[config.mk]
export PLATFORM = sky130hd
export DESIGN_NAME = bsl_top
export DESIGN_NICKNAME = d
export VERILOG_FILES = /design/src/rtl/bsl_pkg.sv /design/src/rtl/bsl_hdr_walk.sv /design/src/rtl/bsl_window.sv /design/src/rtl/bsl_match.sv /design/src/rtl/bsl_gate.sv /design/src/rtl/bsl_top.sv
export SDC_FILE = /design/constraint.sdc
export NUM_CORES = 1
export LEC_CHECK = 0
export BUFFER_PORTS_ARGS = -buffer_cell sky130_fd_sc_hd__buf_2
export CAP_MARGIN = 20
export CORE_MARGIN = 1.5
export CORE_UTILIZATION = 40
export DETAILED_ROUTE_END_ITERATION = 6
export PLACE_DENSITY = 0.54
export SLEW_MARGIN = 0
export SYNTH_ARGS = -nofsm -noshare
export SYNTH_HDL_FRONTEND = slang
export SYNTH_HIERARCHICAL = 1
export SYNTH_SLANG_ARGS = --single-unit
[constraint.sdc]
create_clock -name clk_i -period 8.8 [get_ports clk_i]
set_clock_uncertainty 0.05 [all_clocks]
set_input_delay 1.76 -clock clk_i [delete_from_list [all_inputs] [get_ports clk_i]]
set_output_delay 1.76 -clock clk_i [all_outputs]
set_load 0.05 [all_outputs]
[src/rtl/bsl_pkg.sv]
package bsl_pkg;
  typedef enum logic {
    LOAD_RAW    = 1'b0,
    LOAD_PACKED = 1'b1
  } load_mode_e;

  localparam logic [7:0] PRE_BYTE   = 8'hFF;
  localparam logic [3:0] PACK_NIBLE = 4'h3;
endpackage

[src/rtl/bsl_hdr_walk.sv]
module bsl_hdr_walk #(
  parameter int IDX_W       = 16,
  parameter int HDR_OFF     = 15,
  parameter int N_FIELDS    = 4,
  parameter int FIELD_EXTRA = 3
) (
  input  logic             clk_i,
  input  logic             rst_ni,
  input  logic             clr_i,
  input  logic             acc_i,
  input  logic [7:0]       data_i,
  input  logic [IDX_W-1:0] idx_i,
  output logic             done_o,
  output logic [IDX_W-1:0] body_off_o
);
  localparam int CNT_W = $clog2(N_FIELDS + 1);

  logic [IDX_W-1:0] nxt_q;
  logic [CNT_W-1:0] cnt_q;

  assign done_o     = (cnt_q == CNT_W'(N_FIELDS));
  assign body_off_o = nxt_q;

  always_ff @(posedge clk_i or negedge rst_ni) begin
    if (!rst_ni) begin
      nxt_q <= IDX_W'(HDR_OFF);
      cnt_q <= '0;
    end else if (clr_i) begin
      nxt_q <= IDX_W'(HDR_OFF);
      cnt_q <= '0;
    end else if (acc_i && !done_o && (idx_i == nxt_q)) begin
      // length byte of current field
      nxt_q <= nxt_q + IDX_W'(data_i) + IDX_W'(FIELD_EXTRA);
      cnt_q <= cnt_q + 1'b1;
    end
  end
endmodule

[src/rtl/bsl_window.sv]
module bsl_window #(
  parameter int IDX_W = 16,
  parameter int DEPTH = 3
) (
  input  logic                  clk_i,
  input  logic                  rst_ni,
  input  logic                  clr_i,
  input  logic                  shift_i,
  input  logic                  in_vld_i,
  input  logic                  in_elig_i,
  input  logic [IDX_W-1:0]      in_idx_i,
  input  logic [7:0]            in_dat_i,
  output logic [DEPTH-1:0]      vld_o,
  output logic [DEPTH-1:0]      elig_o,
  output logic [DEPTH-1:0][7:0] dat_o,
  output logic [IDX_W-1:0]      old_idx_o
);
  logic [DEPTH-1:0]            vld_q;
  logic [DEPTH-1:0]            elig_q;
  logic [DEPTH-1:0][7:0]       dat_q;
  logic [DEPTH-1:0][IDX_W-1:0] idx_q;

  assign vld_o     = vld_q;
  assign elig_o    = elig_q;
  assign dat_o     = dat_q;
  assign old_idx_o = idx_q[DEPTH-1];

  // entry 0 newest, entry DEPTH-1 oldest
  always_ff @(posedge clk_i or negedge rst_ni) begin
    if (!rst_ni) begin
      vld_q  <= '0;
      elig_q <= '0;
      dat_q  <= '0;
      idx_q  <= '0;
    end else if (clr_i) begin
      vld_q  <= '0;
      elig_q <= '0;
    end else if (shift_i) begin
      for (int i = DEPTH - 1; i > 0; i--) begin
        vld_q[i]  <= vld_q[i-1];
        elig_q[i] <= elig_q[i-1];
        dat_q[i]  <= dat_q[i-1];
        idx_q[i]  <= idx_q[i-1];
      end
      vld_q[0]  <= in_vld_i;
      elig_q[0] <= in_elig_i;
      dat_q[0]  <= in_dat_i;
      idx_q[0]  <= in_idx_i;
    end
  end
endmodule

[src/rtl/bsl_match.sv]
module bsl_match
  import bsl_pkg::*;
#(
  parameter int IDX_W = 16,
  parameter int DEPTH = 3
) (
  input  logic                  acc_i,
  input  load_mode_e            mode_i,
  input  logic [7:0]            data_i,
  input  logic                  new_elig_i,
  input  logic [IDX_W-1:0]      idx_i,
  input  logic [DEPTH-1:0]      w_vld_i,
  input  logic [DEPTH-1:0]      w_elig_i,
  input  logic [DEPTH-1:0][7:0] w_dat_i,
  input  logic [IDX_W-1:0]      old_idx_i,
  output logic                  hit_o,
  output logic [IDX_W-1:0]      hit_off_o
);
  logic [DEPTH-1:0] ff_ok;
  logic             raw_hit, pk_hit;

  for (genvar g = 0; g < DEPTH; g++) begin : g_ff
    assign ff_ok[g] = w_vld_i[g] && w_elig_i[g] && (w_dat_i[g] == PRE_BYTE);
  end

  assign raw_hit = (&ff_ok) && new_elig_i && (data_i == PRE_BYTE);
  assign pk_hit  = w_vld_i[0] && (w_dat_i[0] == PRE_BYTE) && (data_i[7:4] == PACK_NIBLE);

  always_comb begin
    hit_o     = 1'b0;
    hit_off_o = '0;
    unique case (mode_i)
      LOAD_RAW: begin
        hit_o     = acc_i && raw_hit;
        hit_off_o = old_idx_i;
      end
      LOAD_PACKED: begin
        hit_o     = acc_i && pk_hit;
        hit_off_o = idx_i + 1'b1;
      end
      default: ;
    endcase
  end
endmodule

[src/rtl/bsl_gate.sv]
module bsl_gate #(
  parameter int IDX_W = 16,
  parameter int DEPTH = 3
) (
  input  logic             clk_i,
  input  logic             rst_ni,
  input  logic             clr_i,
  input  logic             acc_i,
  input  logic             last_i,
  input  logic             hit_i,
  input  logic [IDX_W-1:0] hit_off_i,
  input  logic             old_vld_i,
  input  logic [IDX_W-1:0] old_idx_i,
  input  logic [7:0]       old_dat_i,
  output logic             flush_o,
  output logic             ended_o,
  output logic             pay_vld_o,
  output logic [7:0]       pay_byte_o,
  output logic [IDX_W-1:0] pay_idx_o,
  output logic             found_o,
  output logic [IDX_W-1:0] start_off_o,
  output logic             miss_o
);
  localparam int FC_W = $clog2(DEPTH + 1);

  logic [FC_W-1:0]  fcnt_q;
  logic             ended_q, found_q, miss_q, pay_vld_q;
  logic [IDX_W-1:0] start_q, pay_idx_q;
  logic [7:0]       pay_dat_q;
  logic             shift, emit, in_pay;

  assign flush_o = (fcnt_q != '0);
  assign ended_o = ended_q;
  assign shift   = acc_i || flush_o;
  // uncompressed hit releases its first payload byte in the same cycle
  assign in_pay  = found_q ? (old_idx_i >= start_q) : (hit_i && (old_idx_i >= hit_off_i));
  assign emit    = shift && old_vld_i && in_pay;

  always_ff @(posedge clk_i or negedge rst_ni) begin
    if (!rst_ni) begin
      fcnt_q    <= '0;
      ended_q   <= 1'b0;
      found_q   <= 1'b0;
      miss_q    <= 1'b0;
      start_q   <= '0;
      pay_vld_q <= 1'b0;
      pay_idx_q <= '0;
      pay_dat_q <= '0;
    end else if (clr_i) begin
      fcnt_q    <= '0;
      ended_q   <= 1'b0;
      found_q   <= 1'b0;
      miss_q    <= 1'b0;
      start_q   <= '0;
      pay_vld_q <= 1'b0;
    end else begin
      pay_vld_q <= emit;
      if (emit) begin
        pay_idx_q <= old_idx_i;
        pay_dat_q <= old_dat_i;
      end
      if (acc_i && hit_i && !found_q) begin
        found_q <= 1'b1;
        start_q <= hit_off_i;
      end
      if (acc_i && last_i) begin
        ended_q <= 1'b1;
        fcnt_q  <= FC_W'(DEPTH);
        if (!found_q && !hit_i) miss_q <= 1'b1;
      end else if (flush_o) begin
        fcnt_q <= fcnt_q - 1'b1;
      end
    end
  end

  assign pay_vld_o   = pay_vld_q;
  assign pay_byte_o  = pay_dat_q;
  assign pay_idx_o   = pay_idx_q;
  assign found_o     = found_q;
  assign start_off_o = start_q;
  assign miss_o      = miss_q;
endmodule

[src/rtl/bsl_top.sv]
module bsl_top
  import bsl_pkg::*;
#(
  parameter int IDX_W       = 16,
  parameter int HDR_OFF     = 15,
  parameter int N_FIELDS    = 4,
  parameter int FIELD_EXTRA = 3,
  parameter int PRE_RUN     = 4
) (
  input  logic             clk_i,
  input  logic             rst_ni,
  input  logic             start_i,
  input  logic             mode_i,
  input  logic             byte_vld_i,
  input  logic [7:0]       byte_i,
  input  logic             last_i,
  output logic             pay_vld_o,
  output logic [7:0]       pay_byte_o,
  output logic [IDX_W-1:0] pay_idx_o,
  output logic             found_o,
  output logic [IDX_W-1:0] start_off_o,
  output logic             miss_o
);
  localparam int DEPTH = PRE_RUN - 1;

  load_mode_e             mode_q;
  logic [IDX_W-1:0]       idx_q;
  logic                   acc, ended, flush, shift;
  logic                   hdr_done, new_elig;
  logic [IDX_W-1:0]       body_off;
  logic [DEPTH-1:0]       w_vld, w_elig;
  logic [DEPTH-1:0][7:0]  w_dat;
  logic [IDX_W-1:0]       old_idx;
  logic                   hit;
  logic [IDX_W-1:0]       hit_off;

  assign acc      = byte_vld_i && !start_i && !ended;
  assign shift    = acc || flush;
  assign new_elig = hdr_done && (idx_q >= body_off);

  always_ff @(posedge clk_i or negedge rst_ni) begin
    if (!rst_ni) begin
      mode_q <= LOAD_RAW;
      idx_q  <= '0;
    end else if (start_i) begin
      mode_q <= load_mode_e'(mode_i);
      idx_q  <= '0;
    end else if (acc) begin
      idx_q <= idx_q + 1'b1;
    end
  end

  bsl_hdr_walk #(
    .IDX_W(IDX_W), .HDR_OFF(HDR_OFF), .N_FIELDS(N_FIELDS), .FIELD_EXTRA(FIELD_EXTRA)
  ) u_hdr (
    .clk_i(clk_i), .rst_ni(rst_ni), .clr_i(start_i), .acc_i(acc),
    .data_i(byte_i), .idx_i(idx_q), .done_o(hdr_done), .body_off_o(body_off)
  );

  bsl_window #(.IDX_W(IDX_W), .DEPTH(DEPTH)) u_win (
    .clk_i(clk_i), .rst_ni(rst_ni), .clr_i(start_i), .shift_i(shift),
    .in_vld_i(acc), .in_elig_i(new_elig), .in_idx_i(idx_q), .in_dat_i(byte_i),
    .vld_o(w_vld), .elig_o(w_elig), .dat_o(w_dat), .old_idx_o(old_idx)
  );

  bsl_match #(.IDX_W(IDX_W), .DEPTH(DEPTH)) u_match (
    .acc_i(acc), .mode_i(mode_q), .data_i(byte_i), .new_elig_i(new_elig),
    .idx_i(idx_q), .w_vld_i(w_vld), .w_elig_i(w_elig), .w_dat_i(w_dat),
    .old_idx_i(old_idx), .hit_o(hit), .hit_off_o(hit_off)
  );

  bsl_gate #(.IDX_W(IDX_W), .DEPTH(DEPTH)) u_gate (
    .clk_i(clk_i), .rst_ni(rst_ni), .clr_i(start_i), .acc_i(acc), .last_i(last_i),
    .hit_i(hit), .hit_off_i(hit_off), .old_vld_i(w_vld[DEPTH-1]),
    .old_idx_i(old_idx), .old_dat_i(w_dat[DEPTH-1]),
    .flush_o(flush), .ended_o(ended),
    .pay_vld_o(pay_vld_o), .pay_byte_o(pay_byte_o), .pay_idx_o(pay_idx_o),
    .found_o(found_o), .start_off_o(start_off_o), .miss_o(miss_o)
  );
endmodule

Word-level counts from Yosys, hierarchy flattened
Index checks and enable logic that the tools add are counted.

Add/subtract/negate cells: 5. Reductions and logical operators: 42. Bitwise operators: 2. Equality and inequality tests: 7. Multiplexer cells: 26. Magnitude comparators: 3.

Operators with widths (number): 16-bit two-way mux (6); 16-bit greater-or-equal comparator (3); 8-bit equality test (second input constant) (4); 16-bit case mux with 2 select lines (1); 1-bit logical AND (24); 3-bit two-way mux (6); 16-bit by 1-bit adder with 16-bit output (second input constant) (1); 16-bit by 2-bit adder with 16-bit output (second input constant) (1); 16-bit by 8-bit adder with 16-bit output (1); 16-bit equality test (1); 2-bit nonzero test (7); 1-bit two-way mux (9); 2-bit two-way mux (3); 2-bit AND reduction (3); 1-bit zero test (5); 4-bit by 2-bit equality test with 1-bit output (second input constant) (1); 3-bit by 1-bit adder with 3-bit output (second input constant) (1); 3-bit equality test (second input constant) (1); 3-bit AND reduction (1); 3-bit nonzero test (1); 1-bit NOT (2); 1-bit case mux with 2 select lines (1); 2-bit by 1-bit subtractor with 2-bit output (second input constant) (1); 1-bit logical OR (1).

Word-level logic and storage cells: 105. Input port bits: 14. Bits in registers: 160. Output and inout port bits: 43.

Logic depth before layout (Yosys ltp)
Word-level depth: 12. Gate-level depth with buffers: 18. Depth with buffers taken out: 17.

Cells and area by module
The synthesis kept the hierarchy.

By module, submodules not included: bsl_gate (instances 1, seq. area each 1151.1 um^2, cells each 344, area each 3480.8 um^2); bsl_window (instances 1, seq. area each 1951.9 um^2, cells each 188, area each 3413.3 um^2); bsl_hdr_walk (instances 1, seq. area each 480.5 um^2, cells each 162, area each 1532.7 um^2); bsl_top (instances 1, seq. area each 425.4 um^2, cells each 142, area each 1303.8 um^2); bsl_match (instances 1, seq. area each 0.0 um^2, cells each 91, area each 581.8 um^2).

Least setup slack after synthesis
OpenSTA, ideal clock, no wires.

Path kind: in2reg. From: input start_i. To: register u_gate.pay_dat_q[5] (netlist: u_gate/pay_byte_o[5]). Required time: 8618 ps. Data arrival time: 3963 ps. Library setup time: 132 ps. Path slack: 4655 ps. Stages: 10. Buffers on the path: 2. Path through: clkbuf_1 > nor2_1 > nand4_1 > a2111oi_2 > nor2_1 > nor4b_2 > clkbuf_1 > a21boi_0 > a31oi_1 > o211ai_2.

Word-level cells in the longest chain between the ends: 9. Elaborated cells on any way between the ends: 13. Classes of those cells: 2 x mux; 1 x bitwise; 10 x reduce/logical.

Ends and longest elaborated chain: start, declared (RTL line bsl_top.sv:12) `input logic start_i,`; 1-bit zero test * (RTL line bsl_top.sv:37) `assign acc = byte_vld_i && !start_i && !ended;`; 1-bit logical AND * (2 in a row) (RTL line bsl_top.sv:37); via acc (RTL line bsl_top.sv:28) `logic acc, ended, flush, shift;`; 1-bit logical AND (on tied branches) (RTL line bsl_match.sv:38, bsl_match.sv:34); 1-bit case mux with 2 select lines * (RTL line bsl_match.sv:32) `unique case (mode_i)`; via hit (RTL line bsl_top.sv:34) `logic hit;`; 1-bit logical AND * (RTL line bsl_gate.sv:36) `assign in_pay = found_q ? (old_idx_i >= start_q) : (hit_i && (old_idx_i >= hit_off_i));`; 1-bit two-way mux * (RTL line bsl_gate.sv:36); 1-bit logical AND * (RTL line bsl_gate.sv:37) `assign emit = shift && old_vld_i && in_pay;`; 2-bit AND reduction (no source line) *; end signal, assigned (RTL line bsl_gate.sv:60) `pay_dat_q <= old_dat_i;`; end, declared (RTL line bsl_gate.sv:29) `logic [7:0] pay_dat_q;`.

The timed path passes the listed nets; every way through them passes the cells marked *. A chain may end at the register's enable or synchronous reset.

Final worst setup path
From: input start_i. To: register u_gate.pay_dat_q[4] (netlist: u_gate/pay_byte_o[4]).

Same word-level chain as after synthesis.

==> metrics <==
total of flip-flops plus latches after synthesis 160; detailed-routing iteration count for the pre-antenna-repair pass 4; area of the multi-input gates about 5600 sq um; share of post-route cells with drive strength above 1 between 20% and 30%; delay of the slowest critical-path stage around 0.6 ns; via count of the first global-routing pass 6,927; Crit Path Max Fanout 59; Data required, critical path between 9 and 10 ns; GR Layer Usage met2 28.1%; relative max-transition margin between 30% and 40%; filler instances ~2,400; number of instances resized during post-cts repair 0; cell row count 58; status finished, final reports clean; vias 6,987; Core Box Area roughly 25,000 sq um; number of buffer and inverter instances along the worst setup path 4; worst reg2reg endpoint u_gate/pay_byte_o[4]; net switching power 670 uW; total CTS buffers 17; register area between 4000 and 5000 sq um; Cell variety after synth 77; all-layer global routing usage 17.9%; I/O pin count 57; number of sinks on the clock net 160; depth of the worst register-to-register path 16; instance area after placement 10,600 sq um; Mapped Avg Cell Area about 11 sq um; flop2flop setup slack roughly 4.4 ns; Final GP Congestion a little under 0.8; antenna-violating nets left 0; Combinational Power Share a little under a quarter; global-route wire length before repair 38,000 um; setup repair after global routing missed its margin no; cell area power density approximately 190 nW/um^2; FFs w/ async S/R, synth 100%; Synth Instances 927; master of the slowest instance on the critical path sky130_fd_sc_hd__nor2_1; cell mode on critical path sky130_fd_sc_hd__buf_4; maximum clock frequency between 0.2 and 0.25 GHz; share of synthesized area occupied by flip-flops and latches between 30% and 40%; max capacitance violation total 0; clock network power share between 30% and 40%; Clock Tree Buf Depth 2; leading area contributor after synthesis sky130_fd_sc_hd__dfrtp_1; initial antenna violation count 1; share of power burned in registers a little over two fifths; setup violation total in the final timing report 0; Synth Net Count ~1,000; worst-path cell chain buf_2 -> buf_4 -> nor2_1 -> nand4_1 -> a2111oi_2 -> nor2_1 -> nor4b_4 -> buf_4 -> and2_1 -> o31ai_4 -> buf_4 -> o211ai_1; TritonCTS clock tree yes; kind of end point of the critical path flip-flop; Skew-Pair Late Insertion Delay ~0.43 ns; Synth Warn # 6; Tmin final 4.57 ns; chip height roughly 160 um; final wirelength approximately 23,000 um; number of failing hold endpoints at the final stage 0; final number of max-transition violations 0; share of total power consumed by net switching between 30% and 40%; static leakage power 0.00531 uW; worst-case hold path end point u_win/old_idx_o[3]; floorplan die width 164 um; Worst EP arrival between 4 and 5 ns; DIE AREA between 20,000 and 30,000 sq um; Sum Neg Setup Slack 0 ns; Final Util 44.4%; Worst path depth 12; half-perimeter wire length of the detailed placement result 16,100 um; count of cells along the worst hold path 1; number of DRC markers in iteration 0 around 470; fin crit share approximately half; Clock Pin Slew Worst Setup and Hold Paths approximately 0.080 ns; number of nets at the end of the flow between 1,000 and 1,500; maximum number of pins on one net before global-route repair 90; leftover overflow at the end of global routing 0; crit start category input pin; CTS root buffer sky130_fd_sc_hd__clkbuf_16; Initial Utilization 40.8%; area of the mapped netlist between 10,000 and 15,000 sq um; Tightest Pin Transition between 1 and 1.5 ns; number of buffers inserted by hold repair at cts 0; met3 track demand over resource in global routing roughly 2.6%; Hold Crit Class flip-flop to flip-flop; class of the most critical setup path input pin to flip-flop; I/O Buffers 56; worst min-delay path startpoint u_win/idx_q[19]; share of Yosys cell area claimed by the top area cell type between 30 and 40%; htree depth 4; worst reg2reg path startpoint idx_q[11]; internal portion of total power approximately 1400 uW; most numerous cell in the Yosys netlist sky130_fd_sc_hd__dfrtp_1; routed wirelength normalized by instance count roughly 18 um; IR drop worst, VDD approximately 140 uV; post-CTS repair timing setup buffer count 0; number of synthesized flops with an enable pin 0; met1 usage between 20% and 30%; cell types with the largest area share after synthesis sky130_fd_sc_hd__dfrtp_1, sky130_fd_sc_hd__mux2_4, sky130_fd_sc_hd__ha_1; grt peak-use layer met2; commonest cells in the netlist sky130_fd_sc_hd__dfrtp_1, sky130_fd_sc_hd__inv_1, sky130_fd_sc_hd__mux2_4; via/cell ratio approximately 5.4; area overhead of the layout relative to synthesis 8.82%; number of remaining DRC errors 0; cell family with the largest share of critical-path delay simple AND/OR/NAND/NOR gates; final non-filler cell area 11,200 sq um; hold slack final about 0.45 ns; total inserted antenna cells 0; most instantiated flip-flop cell in the synthesis netlist sky130_fd_sc_hd__dfrtp_1
[worst max path at each step]
stage / from / endpoint
global route: start_i / u_gate/pay_byte_o[4]
finish: start_i / u_gate/pay_byte_o[4]
CTS: start_i / u_gate/pay_byte_o[4]
floorplan: start_i / u_gate/pay_byte_o[5]
detailed placement: start_i / u_gate/pay_byte_o[4]
global placement: start_i / u_win/old_idx_o[15]
[flip-flops by register name, indices dropped and copies added (netlist names), 3 cells and up]
register            flops
u_win/dat_o            24
u_gate/pay_idx_o       16
u_win/old_idx_o        16
idx_q                  16
u_hdr/cnt_q             3
u_win/vld_o             3
u_win/elig_o            3
u_hdr/body_off_o       16
u_gate/start_off_o     16
u_gate/pay_byte_o       8
u_win/idx_q            32
[placed cells by master (no fill, tap or decap), types with 13 or more instances in the layout]
cell type	netlist	final
sky130_fd_sc_hd__mux2_4	70	70
sky130_fd_sc_hd__buf_2	6	55
sky130_fd_sc_hd__nor2_1	64	64
sky130_fd_sc_hd__nand2_1	16	15
sky130_fd_sc_hd__o211ai_2	39	39
sky130_fd_sc_hd__nand4_1	14	14
sky130_fd_sc_hd__a22o_1	16	16
sky130_fd_sc_hd__inv_1	73	73
sky130_fd_sc_hd__ha_1	69	69
sky130_fd_sc_hd__a21oi_1	39	39
sky130_fd_sc_hd__a31oi_1	26	26
sky130_fd_sc_hd__nand3_1	13	13
sky130_fd_sc_hd__xnor2_1	28	28
sky130_fd_sc_hd__nor3_1	14	13
sky130_fd_sc_hd__clkbuf_16	0	17
sky130_fd_sc_hd__dfrtp_1	156	156
sky130_fd_sc_hd__a21boi_0	25	25
sky130_fd_sc_hd__o21ai_0	35	35
sky130_fd_sc_hd__xor2_1	19	19
[cells by family (layout without fill, tap and decap cells)]
kind of cell / count (synthesis) / after routing / share of synthesized area, %
fa+ha+maj: 70 / 70 / 8.57
simple gates: 190 / 190 / 11.0
xor+xnor: 47 / 47 / 3.99
flops: 160 / 160 / 38.9
compound gates: 237 / 237 / 18.1
buf+inv: 133 / 171 / 7.24
mux: 90 / 90 / 12.2
[per-layer routing]
layer / wire length, um / vias up / part of all wire [%]
met3: 561 / 17 / 2.4
met4: 280 / 2 / 1.2
met2: 10500 / 88 / 46
li1: - / 3407 / -
met1: 11700 / 3473 / 51
met5: 13 / - / 0.056
[final cells by class]
class | count | area share, %
multi-input cells | 634 | 49.7
flip-flops and latches | 160 | 35.7
clock buffers | 17 | 3.79
well taps | 330 | 3.68
repair buffers | 66 | 3.22
inverters | 73 | 2.44
clock inverters | 15 | 1.48
[metrics by stage]
stage / setup WS, ns / cells / power (uW)
after floorplan: 4.65 / 927 / 1320
after global placement: 3.85 / 1263 / 1370
after detailed placement: 3.76 / 1263 / 1380
after CTS: 4.22 / 1295 / 2120
after global routing: 3.99 / 1295 / 2200
final: 4.23 / 1295 / 2100
[power groups by stage]
stage / registers, uW / logic (uW) / clock network [uW]
4_1_cts: 883 / 484 / 755
3_3_place_gp: 895 / 477 / 0
5_1_grt: 893 / 520 / 787
6_report: 882 / 479 / 737
2_1_floorplan: 868 / 449 / 0
3_5_place_dp: 898 / 482 / 0
Power figures use the tool's default switching activity.
